==> config.mk <==
export PLATFORM = sky130hd
export DESIGN_NAME = gpio_edge_irq
export DESIGN_NICKNAME = d
export VERILOG_FILES = /design/src/rtl/gpio_irq_pkg.sv /design/src/rtl/gpio_sync.sv /design/src/rtl/gpio_regs.sv /design/src/rtl/gpio_edge.sv /design/src/rtl/gpio_edge_irq.sv
export SDC_FILE = /design/constraint.sdc
export NUM_CORES = 1
export LEC_CHECK = 0
export BUFFER_PORTS_ARGS = -buffer_cell sky130_fd_sc_hd__buf_2
export CELL_PAD_IN_SITES_DETAIL_PLACEMENT = 1
export CELL_PAD_IN_SITES_GLOBAL_PLACEMENT = 1
export CORE_MARGIN = 4
export CORE_UTILIZATION = 40
export CTS_CLUSTER_DIAMETER = 60
export DETAILED_ROUTE_END_ITERATION = 7
export PLACE_DENSITY_LB_ADDON = 0.1
export SYNTH_ARGS = -nofsm -noshare
export SYNTH_HDL_FRONTEND = slang
export SYNTH_HIERARCHICAL = 1
export SYNTH_SLANG_ARGS = --single-unit
==> constraint.sdc <==
create_clock -name clk -period 2.49 [get_ports clk]
set_input_delay 0.249 -clock clk [delete_from_list [all_inputs] [get_ports clk]]
set_output_delay 0.249 -clock clk [all_outputs]
set_load 0.01 [all_outputs]
==> src/rtl/gpio_irq_pkg.sv <==
package gpio_irq_pkg;
    localparam int NPINS_DEF  = 8;
    localparam int ADDR_W     = 3;
    localparam int SYNC_DEPTH = 2;

    typedef enum logic [ADDR_W-1:0] {
        A_DIR = 3'd0,
        A_IEN = 3'd1,
        A_LVL = 3'd2,
        A_FLT = 3'd3,
        A_INV = 3'd4
    } reg_addr_e;
endpackage

==> src/rtl/gpio_sync.sv <==
module gpio_sync #(
    parameter int W      = 8,
    parameter int STAGES = 2
) (
    input  logic         clk,
    input  logic         rst_n,
    input  logic [W-1:0] din,
    output logic [W-1:0] dout
);
    logic [STAGES-1:0][W-1:0] st_d, st_q;

    always_comb begin
        st_d[0] = din;
        for (int i = 1; i < STAGES; i++) begin
            st_d[i] = st_q[i-1];
        end
    end

    always_ff @(posedge clk or negedge rst_n) begin
        if (!rst_n) st_q <= '0;
        else        st_q <= st_d;
    end

    assign dout = st_q[STAGES-1];
endmodule

==> src/rtl/gpio_regs.sv <==
module gpio_regs
    import gpio_irq_pkg::*;
#(
    parameter int W = 8
) (
    input  logic              clk,
    input  logic              rst_n,
    input  logic              wr,
    input  logic [ADDR_W-1:0] addr,
    input  logic [W-1:0]      wdata,
    output logic [W-1:0]      dir,
    output logic [W-1:0]      ien,
    output logic [W-1:0]      lvl,
    output logic [W-1:0]      flt,
    output logic [W-1:0]      inv
);
    typedef struct packed {
        logic [W-1:0] dir;
        logic [W-1:0] ien;
        logic [W-1:0] lvl;
        logic [W-1:0] flt;
        logic [W-1:0] inv;
    } ctl_t;

    ctl_t ctl_d, ctl_q;

    always_comb begin
        ctl_d = ctl_q;
        if (wr) begin
            case (addr)
                A_DIR:   ctl_d.dir = wdata;
                A_IEN:   ctl_d.ien = wdata;
                A_LVL:   ctl_d.lvl = wdata;
                A_FLT:   ctl_d.flt = wdata;
                A_INV:   ctl_d.inv = wdata;
                default: ctl_d = ctl_q;
            endcase
        end
    end

    always_ff @(posedge clk or negedge rst_n) begin
        if (!rst_n) ctl_q <= '0;
        else        ctl_q <= ctl_d;
    end

    assign dir = ctl_q.dir;
    assign ien = ctl_q.ien;
    assign lvl = ctl_q.lvl;
    assign flt = ctl_q.flt;
    assign inv = ctl_q.inv;
endmodule

==> src/rtl/gpio_edge.sv <==
module gpio_edge #(
    parameter int W = 8
) (
    input  logic         clk,
    input  logic         rst_n,
    input  logic [W-1:0] sync_in,
    input  logic [W-1:0] inv,
    input  logic [W-1:0] arm,
    input  logic         ack,
    output logic [W-1:0] view,
    output logic [W-1:0] hit,
    output logic [W-1:0] pend,
    output logic         irq
);
    typedef struct packed {
        logic [W-1:0] prev;
        logic [W-1:0] pend;
    } edge_t;

    edge_t st_d, st_q;

    always_comb begin
        view      = sync_in ^ inv;
        hit       = view & ~st_q.prev & arm;
        st_d.prev = view;
        st_d.pend = ((ack ? '0 : st_q.pend) | hit) & arm;
    end

    always_ff @(posedge clk or negedge rst_n) begin
        if (!rst_n) st_q <= '0;
        else        st_q <= st_d;
    end

    assign pend = st_q.pend;
    assign irq  = |st_q.pend;
endmodule

==> src/rtl/gpio_edge_irq.sv <==
module gpio_edge_irq
    import gpio_irq_pkg::*;
#(
    parameter int NPINS = NPINS_DEF
) (
    input  logic              clk,
    input  logic              rst_n,
    input  logic [ADDR_W-1:0] addr,
    input  logic              rd,
    input  logic              wr,
    input  logic [NPINS-1:0]  wdata,
    output logic [NPINS-1:0]  rdata,
    input  logic [NPINS-1:0]  pin_in,
    output logic [NPINS-1:0]  pin_out,
    output logic [NPINS-1:0]  pin_oe,
    output logic              irq
);
    logic [NPINS-1:0] r_dir, r_ien, r_lvl, r_flt, r_inv;
    logic [NPINS-1:0] s_in, e_view, e_hit, e_pend, e_arm;
    logic             lvl_ack;

    gpio_regs #(.W(NPINS)) u_regs (
        .clk(clk), .rst_n(rst_n), .wr(wr), .addr(addr), .wdata(wdata),
        .dir(r_dir), .ien(r_ien), .lvl(r_lvl), .flt(r_flt), .inv(r_inv)
    );

    gpio_sync #(.W(NPINS), .STAGES(SYNC_DEPTH)) u_sync (
        .clk(clk), .rst_n(rst_n), .din(pin_in), .dout(s_in)
    );

    assign e_arm   = r_ien & ~r_dir;
    assign lvl_ack = rd && (addr == A_LVL);

    gpio_edge #(.W(NPINS)) u_edge (
        .clk(clk), .rst_n(rst_n), .sync_in(s_in), .inv(r_inv), .arm(e_arm),
        .ack(lvl_ack), .view(e_view), .hit(e_hit), .pend(e_pend), .irq(irq)
    );

    always_comb begin
        rdata = '0;
        if (rd) begin
            case (addr)
                A_DIR:   rdata = r_dir;
                A_IEN:   rdata = r_ien;
                A_LVL:   rdata = (r_dir & r_lvl) | (~r_dir & e_view);
                A_FLT:   rdata = r_flt;
                A_INV:   rdata = r_inv;
                default: rdata = '0;
            endcase
        end
    end

    assign pin_out = r_lvl;
    assign pin_oe  = r_dir & ~r_flt;
endmodule

# After elaboration in Yosys (flattened, before gate mapping)
# Index checks and enable logic that the tools add are counted.
[op_classes] n_mux=3 bitwise=13 n_eq_ne=4 reduce_logical=8
[op_table] operator="$and A8 B8 Y8" count=7
[op_table] operator="$pmux W8 S5" count=1
[op_table] operator="$not A8 Y8" count=3
[op_table] operator="$mux W8" count=2
[op_table] operator="$or A8 B8 Y8" count=2
[op_table] operator="$reduce_and A2 Y1" count=5
[op_table] operator="$reduce_or A8 Y1" count=1
[op_table] operator="$xor A8 B8 Y8" count=1
[op_table] operator="$eq A3 B2 Y1 const B" count=2
[op_table] operator="$eq A3 B1 Y1 const B" count=1
[op_table] operator="$eq A3 B3 Y1 const B" count=1
[op_table] operator="$logic_not A3 Y1" count=1
[op_table] operator="$logic_and A1 B1 Y1" count=1
[totals] in_bits=23 output_inout_bits=25 elab_cells=37 ff_bits=72

# Logic depth before layout (Yosys ltp)
# Gate-level depths: netlist of run 1.
[logic_depth] word_depth=5 ltp_mapped=6 ltp_nobuf=5

# By module
# The synthesis of run 1 kept the hierarchy.
[modules_own_cells] mod="gpio_regs" n_inst=1 cells_each=88 seq_area_each_um2=1001.0 area_per_inst_um2=1529.0
[modules_own_cells] mod="gpio_edge" n_inst=1 cells_each=83 seq_area_each_um2=400.4 area_per_inst_um2=817.0
[modules_own_cells] mod="gpio_edge_irq" n_inst=1 cells_each=79 seq_area_each_um2=0.0 area_per_inst_um2=565.5
[modules_own_cells] mod="gpio_sync" n_inst=1 cells_each=16 seq_area_each_um2=400.4 area_per_inst_um2=400.4

# Least setup slack after synthesis of run 1
# Ideal clock, no wire load.
[synth_path] kind="reg2out" startpoint="reg u_regs.ctl_q, in the netlist u_regs/inv[6]" endpoint="out rdata[6]" t_required_ns=2.241 stages_incl_launch_ff=7 path_buffers=1 path_slack_ns=0.971 arrival_ns=1.270 path_cell_list="dfrtp_1 > xnor2_1 > inv_1 > buf_4 > mux2_2 > nand3_1 > a41oi_2"
[synth_rtl] element="start: declaration" line_no="gpio_regs.sv:25" rtl="ctl_t ctl_d, ctl_q;"
[synth_rtl] element="start signal: assignment" line_no="gpio_regs.sv:43" rtl="else ctl_q <= ctl_d;"
[synth_rtl] element="end: declaration" line_no="gpio_edge_irq.sv:12" rtl="output logic [NPINS-1:0] rdata,"

# Worst setup path in the final report of run 1
[layout_path] startpoint="reg u_regs.ctl_q, in the netlist u_regs/inv[6]" endpoint="out rdata[6]"
[layout_between] elab_chain_cells=5
[layout_lines] element="$xor A8 B8 Y8" line_no="gpio_edge.sv:23" rtl="view = sync_in ^ inv;"
[layout_lines] element="via e_view[6]" line_no="gpio_edge_irq.sv:19" rtl="logic [NPINS-1:0] s_in, e_view, e_hit, e_pend, e_arm;"
[layout_lines] element="$and A8 B8 Y8" line_no="gpio_edge_irq.sv:45" rtl="A_LVL: rdata = (r_dir & r_lvl) | (~r_dir & e_view);"
[layout_lines] element="$or A8 B8 Y8" line_no="gpio_edge_irq.sv:45"
[layout_lines] element="$pmux W8 S5" line_no="gpio_edge_irq.sv:42" rtl="case (addr)"
[layout_lines] element="$mux W8" line_no="gpio_edge_irq.sv:41" rtl="if (rd) begin"
# The timed path passes the listed nets, and every way through them passes these cells.

==> impl_results.rst, run 1 <==
.. list-table::
   :header-rows: 1

   * - Metric
     - Value
   * - Outcome
     - complete, no violations
   * - Delay of the slowest cell on the worst path
     - 0.42 ns
   * - DRT antenna net count
     - 0
   * - Max Fclk
     - 516 MHz
   * - Crit Path Max Fanout
     - 3
   * - Maxcap violations
     - 0
   * - PwrDens
     - 826 nW/um2
   * - Deepest level of the CTS H-tree
     - 3
   * - Iter 0 DRT Violations
     - 87
   * - Total number of yosys warnings
     - 6
   * - Post-route DRC violation count
     - 0
   * - Portion of total power attributed to the clock network
     - between 30% and 40%
   * - Static leakage
     - 0.00169 uW
   * - Period minus WS final
     - 1.94 ns
   * - Number of buffers on the longest clock path
     - 2
   * - Type of the worst setup path
     - register to output port
   * - Area grow syn2layout
     - 18.6%
   * - Num ports
     - 48
   * - Overall routed net length
     - 7.93 mm
   * - Crit share post-route
     - just under 80%
   * - Worst IR drop on VDD
     - 0.000359 V
   * - Cell Rows
     - 32
   * - Ratio of cells with drive above 1 in the final layout
     - 37.9%
   * - Combinational cell fraction of total power
     - 19.9%
   * - Sw Pwr
     - 883 uW
   * - Area of the die
     - 9550 um2
   * - Routed wire length per instance
     - 19.2 um
   * - Global-route total usage across every layer
     - between 15 and 20%
   * - Initial cell density of the core
     - 41.5%
   * - Setup repair after global routing missed its margin
     - no
   * - Net count after synthesis
     - 273
   * - Number of global-route vias before repair
     - 2,294
   * - Worst path required time
     - 2.24 ns
   * - Count of TritonRoute iterations in the first routing pass
     - 4
   * - TritonCTS clock tree
     - yes
   * - Nature of the critical path startpoint
     - register
   * - Gate count of the mapped netlist
     - 250
   * - First-pass GRT wire length
     - 13.0 mm
   * - Design Power
     - 3160 uW
   * - Area occupied by registers
     - 1800 um2
   * - Filler cell count in the final layout
     - 841
   * - Count of port buffers added during placement
     - 47
   * - Int Power
     - 2280 uW
   * - Gpl congestion
     - 0.747
   * - Number of antenna violations at the first check in global routing
     - 0
   * - Overall die height
     - 97.7 um
   * - Post-Route Setup TNS
     - 0 ns
   * - Overflow left after global routing
     - 0
   * - Max-Slew Margin vs Limit
     - 37.4%
   * - Die extent in x
     - 97.7 um
   * - Final-report max-slew violation count
     - 0
   * - Area of the multi-input gates
     - 1280 um2
   * - Clock insertion delay at the later pin of the skew report
     - around 0.35 ns
   * - Part of the power in registers
     - roughly half
   * - Synth Cell Area
     - 3220 um2
   * - Number of setup buffers added after CTS
     - 0
   * - Clk pin slew, worst setup/hold paths
     - 0.07 ns
   * - Transition time of the tightest slew-check pin
     - 0.939 ns
   * - Avg Synthesized Cell Area
     - 12.9 um2
   * - Post-detailed-placement half-perimeter wirelength
     - 5.32 mm
   * - Clock Skews
     - between 0.009 and 0.01 ns
   * - Diodes inserted
     - 0
   * - Series of cell instances along the critical path
     - xnor2_1 -> inv_1 -> mux2_2 -> nand3_1 -> a41oi_2 -> buf_2
   * - Critical-path top delay cell
     - dfrtp_1
   * - Arrival time reported for the critical path endpoint
     - around 1.7 ns
   * - Number of CTS-inserted buffers
     - 9
   * - Final-stage net count
     - 330
   * - Vias per cell
     - 5.25
   * - Type of element capturing the critical path
     - output port
   * - CORE AREA
     - 7770 um2
   * - Final hold vios
     - 0
   * - Worst hold path class
     - input port to async pin
   * - Core utilization of the finished layout
     - between 40% and 50%
   * - Resized cells post-CTS
     - 0
   * - Number of vias after detailed routing
     - 2,168
   * - Maximum number of pins on one net before global-route repair
     - 73
   * - Sinks on the clock net
     - 72
   * - Clock root cell
     - clkbuf_8
   * - Setup violators final
     - 0
   * - Net switching fraction of the power
     - 27.9%
cell usage in the layout (no fill, tap or decap), types with 9 or more instances in the layout:
master and instances:
nand3b_1 16, clkbuf_8 9, a32oi_1 14, dfrtp_1 72, buf_4 9, nor2b_1 23
buf_2 46, mux2_2 41
area by class of cell:
| class | instances | share of cell area, % |
|---|---|---|
| inverter | 8 | 0.786 |
| timing repair buffer | 63 | 9.89 |
| tap | 102 | 3.34 |
| clock buffer | 11 | 3.44 |
| sequential | 72 | 47.1 |
| multi-input combinational | 153 | 33.6 |
| clock inverter | 4 | 1.83 |
path summary, 6_finish.rpt:
path | end | start | slack, ns | cells after the start
setup / recovery | rdata[6] | u_regs/inv[6]$_DFFE_PN0P_ | 0.55 | 6
hold / removal | u_sync/st_d[14]$_DFF_PN0_ | rst_n | 0.02 | 1
setup reg to reg | u_edge/pend[5]$_DFF_PN0_ | u_regs/dir[5]$_DFFE_PN0P_ | 1.61 | 3
hold reg to reg | u_sync/dout[0]$_DFF_PN0_ | u_sync/st_d[8]$_DFF_PN0_ | 0.35 | 0
max in group asynchronous | u_regs/ien[7]$_DFFE_PN0P_ | rst_n | 1.83 | 1
min in group clk | u_regs/ien[5]$_DFFE_PN0P_ | wdata[5] | 0.19 | 2
worst max-delay path, delay by kind of cell, from the launching register on:
family,cells,cell delay (ns)
AO/OA/AOI/OAI,1,0.12
XOR/XNOR,1,0.21
flip-flops,1,0.42
buffers and inverters,2,0.23
multiplexers,1,0.26
AND/OR/NAND/NOR,1,0.09
routing by layer:
layer  vias to the layer above  wire length, um  GRT usage, %
li1                       1001                -             -
met3                        12              341          4.57
met2                        50             3630          27.1
met4                         0              117          6.28
met1                      1105             3840          25.1
met5                         -                0             0
what timing repair did:
item,in CTS,in global routing
hold endpoints to repair,8,0
hold buffers,8,0
setup endpoints to repair,0,0
sequential cells by signal, indices dropped and copies added (netlist names):
| register | flops |
|---|---|
| u_sync/dout | 8 |
| u_regs/flt | 8 |
| u_sync/st_d | 8 |
| u_regs/lvl | 8 |
| u_edge/st_q | 8 |
| u_regs/dir | 8 |
| u_regs/inv | 8 |
| u_edge/pend | 8 |
| u_regs/ien | 8 |
power groups by stage:
stage	registers, uW	clock network (uW)	logic [uW]
floorplan	1520	0	461
global placement	1570	0	612
detailed placement	1570	0	629
CTS	1540	1010	641
global route	1570	1060	709
finish	1540	987	630
stage by stage:
| stage | std cells | worst slack, ns | hold WS (ns) | cell area (um2) |
|---|---|---|---|---|
| 2_1_floorplan | 250 | 1.02 | -0.0466 | 3220 |
| 3_3_place_gp | 390 | 0.650 | 0.333 | 3540 |
| 3_5_place_dp | 390 | 0.599 | 0.337 | 3540 |
| 4_1_cts | 413 | 0.521 | 0.0686 | 3820 |
| 5_1_grt | 413 | 0.378 | 0.103 | 3820 |
| 6_report | 413 | 0.553 | 0.0170 | 3820 |
Note: power is estimated with default switching activity, not from simulation.
==> run 2, diff against run 1 <==
==> constraint.sdc (replaced) <==
create_clock -name clk -period 1.7 [get_ports clk]
set_input_delay 0.17 -clock clk [delete_from_list [all_inputs] [get_ports clk]]
set_output_delay 0.17 -clock clk [all_outputs]
set_load 0.01 [all_outputs]
==> impl_results.rst, run 2 (same netlist as run 1, synthesis figures left out) <==
.. list-table::
   :header-rows: 1

   * - Metric
     - Value
   * - Max-Slew Margin vs Limit
     - 73.3% (+36 points)
   * - Maxcap violations
     - 0 (unchanged)
   * - Clock insertion delay at the later pin of the skew report
     - 0.35 ns (about the same)
   * - Clk pin slew, worst setup/hold paths
     - 0.08 ns (about the same)
   * - Ratio of cells with drive above 1 in the final layout
     - 51.9% (+14 points)
   * - Vias per cell
     - 5.24 (-0.17%)
   * - Sinks on the clock net
     - 72 (unchanged)
   * - Commonest non-fill, non-tap cells in the layout
     - 72 x dfrtp_1, 57 x buf_4, 46 x buf_2
   * - Num ports
     - 48 (unchanged)
   * - Maximum number of pins on one net before global-route repair
     - 41 (-44%)
   * - Filler cell count in the final layout
     - 816 (-3.0%)
   * - Outcome
     - complete, but fails checks
   * - Nature of the critical path startpoint
     - register
   * - Count of TritonRoute iterations in the first routing pass
     - 5 (+1)
   * - Overall routed net length
     - 9.65 mm (+22%)
   * - Routed wire length per instance
     - 20.3 um (+6.0%)
   * - Gpl congestion
     - 0.764 (+2.4%)
   * - Area grow syn2layout
     - 38.4%
   * - Clock root cell
     - clkbuf_8
   * - Post-route DRC violation count
     - 0 (unchanged)
   * - Final hold vios
     - 0 (unchanged)
   * - Overall die height
     - 97.7 um (unchanged)
   * - Diodes inserted
     - 0 (unchanged)
   * - Number of non-filler instances in the completed layout
     - 474 (+15%)
   * - Deepest level of the CTS H-tree
     - 3 (unchanged)
   * - CORE AREA
     - 7770 um2 (unchanged)
   * - Setup violators final
     - 8 (+8)
   * - Worst path required time
     - 1.53 ns (-0.71 ns)
   * - Crit Path Max Fanout
     - 2 (-1)
   * - Endpoint of the worst hold path
     - u_regs/lvl[0]$_DFFE_PN0P_
   * - Die extent in x
     - 97.7 um (unchanged)
   * - Final-report max-slew violation count
     - 0 (unchanged)
   * - Type of element capturing the critical path
     - output port
   * - Max Fclk
     - 544 MHz
   * - Type of the worst setup path
     - register to output port
   * - Source of the worst hold timing path
     - wdata[0]
   * - Iter 0 DRT Violations
     - 102 (+17%)
   * - Most common cell after layout, fill and taps aside
     - dfrtp_1
   * - Transition time of the tightest slew-check pin
     - 0.394 ns (-0.545 ns)
   * - PwrDens
     - 1240 nW/um2 (+50%)
   * - Worst IR drop on VDD
     - 0.000723 V (+100%)
   * - Clock Skews
     - 0.00550 ns (-0.00395 ns)
   * - Worst hold path class
     - input port to register
   * - Overflow left after global routing
     - 0 (unchanged)
   * - Capture instance of the worst register-to-register path
     - u_edge/st_q[11]$_DFF_PN0_
   * - Post-detailed-placement half-perimeter wirelength
     - 5.75 mm (+8.1%)
   * - Initial cell density of the core
     - 41.5% (unchanged)
   * - Arrival time reported for the critical path endpoint
     - 1.67 ns (-0.02 ns)
   * - Period minus WS final
     - 1.84 ns
   * - Violated checks
     - negative setup slack
   * - Final critical-path setup slack
     - -0.139 ns (-0.692 ns)
   * - Number of cells traversed by the worst hold path
     - 2
   * - Number of vias after detailed routing
     - 2,484 (+15%)
   * - Number of antenna violations at the first check in global routing
     - 0 (unchanged)
   * - Minimum setup slack among reg-to-reg paths
     - 0.01 ns (-1.60 ns)
   * - Worst-case setup slack after placement
     - 0.0878 ns (-0.512 ns)
   * - Global-route total usage across every layer
     - 21.0% (+3.1 points)
   * - DRT antenna net count
     - 0 (unchanged)
   * - Core utilization of the finished layout
     - 57.4% (+8.2 points)
   * - Crit share post-route
     - 108%
   * - Count of port buffers added during placement
     - 47 (unchanged)
   * - Setup repair after global routing missed its margin
     - yes
   * - Placed cells
     - 404 (+3.6%)
   * - Area of the die
     - 9550 um2 (unchanged)
   * - First-pass GRT wire length
     - 15.2 mm (+17%)
   * - Number of global-route vias before repair
     - 2,649 (+15%)
   * - Reg2reg start
     - u_sync/dout[3]$_DFF_PN0_
   * - Static leakage
     - 0.00207 uW (+22%)
   * - TritonCTS clock tree
     - yes
   * - Number of CTS-inserted buffers
     - 9 (unchanged)
   * - Cell Rows
     - 32 (unchanged)
   * - Path depth of the worst reg2reg path
     - 11 (+8)
   * - Number of buffers on the longest clock path
     - 2 (unchanged)
   * - Final-stage net count
     - 390 (+18%)
run 2: area by class of cell:
cell class | count | area (um2) | share of cell area (%)
sequential | 72 | 1800 | 40.4
multi-input combinational | 153 | 1360 | 30.6
timing repair buffer | 123 | 881 | 19.8
clock buffer | 11 | 151 | 3.40
tap | 102 | 128 | 2.86
clock inverter | 5 | 103 | 2.30
inverter | 8 | 30.0 | 0.674
run 2: timing repair:
item                                    CTS  global route
hold buffers                              9             0
gates resized for setup                  16             8
pin swaps                                30             7
hold endpoints to repair                 80             0
endpoints found under the setup margin    8            11
buffers inserted                         40             9
run 2: where the power goes:
| group | leakage, uW | internal, uW | switching (uW) | total (uW) |
|---|---|---|---|---|
| clock network | 0.000126 | 1050 | 678 | 1730 |
| registers | 0.000869 | 2020 | 245 | 2270 |
| logic | 0.00108 | 919 | 620 | 1540 |
run 2: worst max-delay path by stage:
stage                         startpoint  slack, ns  cells after the start                        end
4_1_cts         u_sync/dout[3]$_DFF_PN0_      -0.13                      6                   rdata[3]
3_3_place_gp                     addr[1]       0.09                      4  u_regs/lvl[5]$_DFFE_PN0P_
3_5_place_dp                     addr[1]       0.09                      4  u_regs/lvl[5]$_DFFE_PN0P_
2_1_floorplan  u_regs/inv[6]$_DFFE_PN0P_       0.31                      6                   rdata[6]
5_1_grt         u_sync/dout[3]$_DFF_PN0_      -0.27                      6                   rdata[3]
6_report        u_sync/dout[3]$_DFF_PN0_      -0.14                      6                   rdata[3]
run 2: stage by stage:
stage	power, uW	hold WS (ns)	TNS, ns	cell area, um2
floorplan	2900	-0.126	0	3220
global placement	3220	0.0328	0	3660
detailed placement	3260	0.0324	0	3660
CTS	5420	0.102	-0.526	4390
global route	5820	0.108	-1.40	4460
finish	5540	0.114	-0.675	4460
run 2: critical path, cell delays in order, from the launching register on:
cell	delay, ns
dfrtp_1	0.40
xnor2_2	0.19
inv_2	0.06
a21o_1	0.17
a32oi_2	0.24
a21oi_2	0.11
buf_2	0.15
run 2: per-layer routing:
| layer | vias up | GRT usage, % | share of wire (%) |
|---|---|---|---|
| li1 | 1117 | - | - |
| met1 | 1283 | 28.5 | 45 |
| met2 | 69 | 33.4 | 49 |
| met3 | 15 | 4.57 | 3.9 |
| met4 | 0 | 7.24 | 2.1 |
| met5 | - | 0 | 0 |
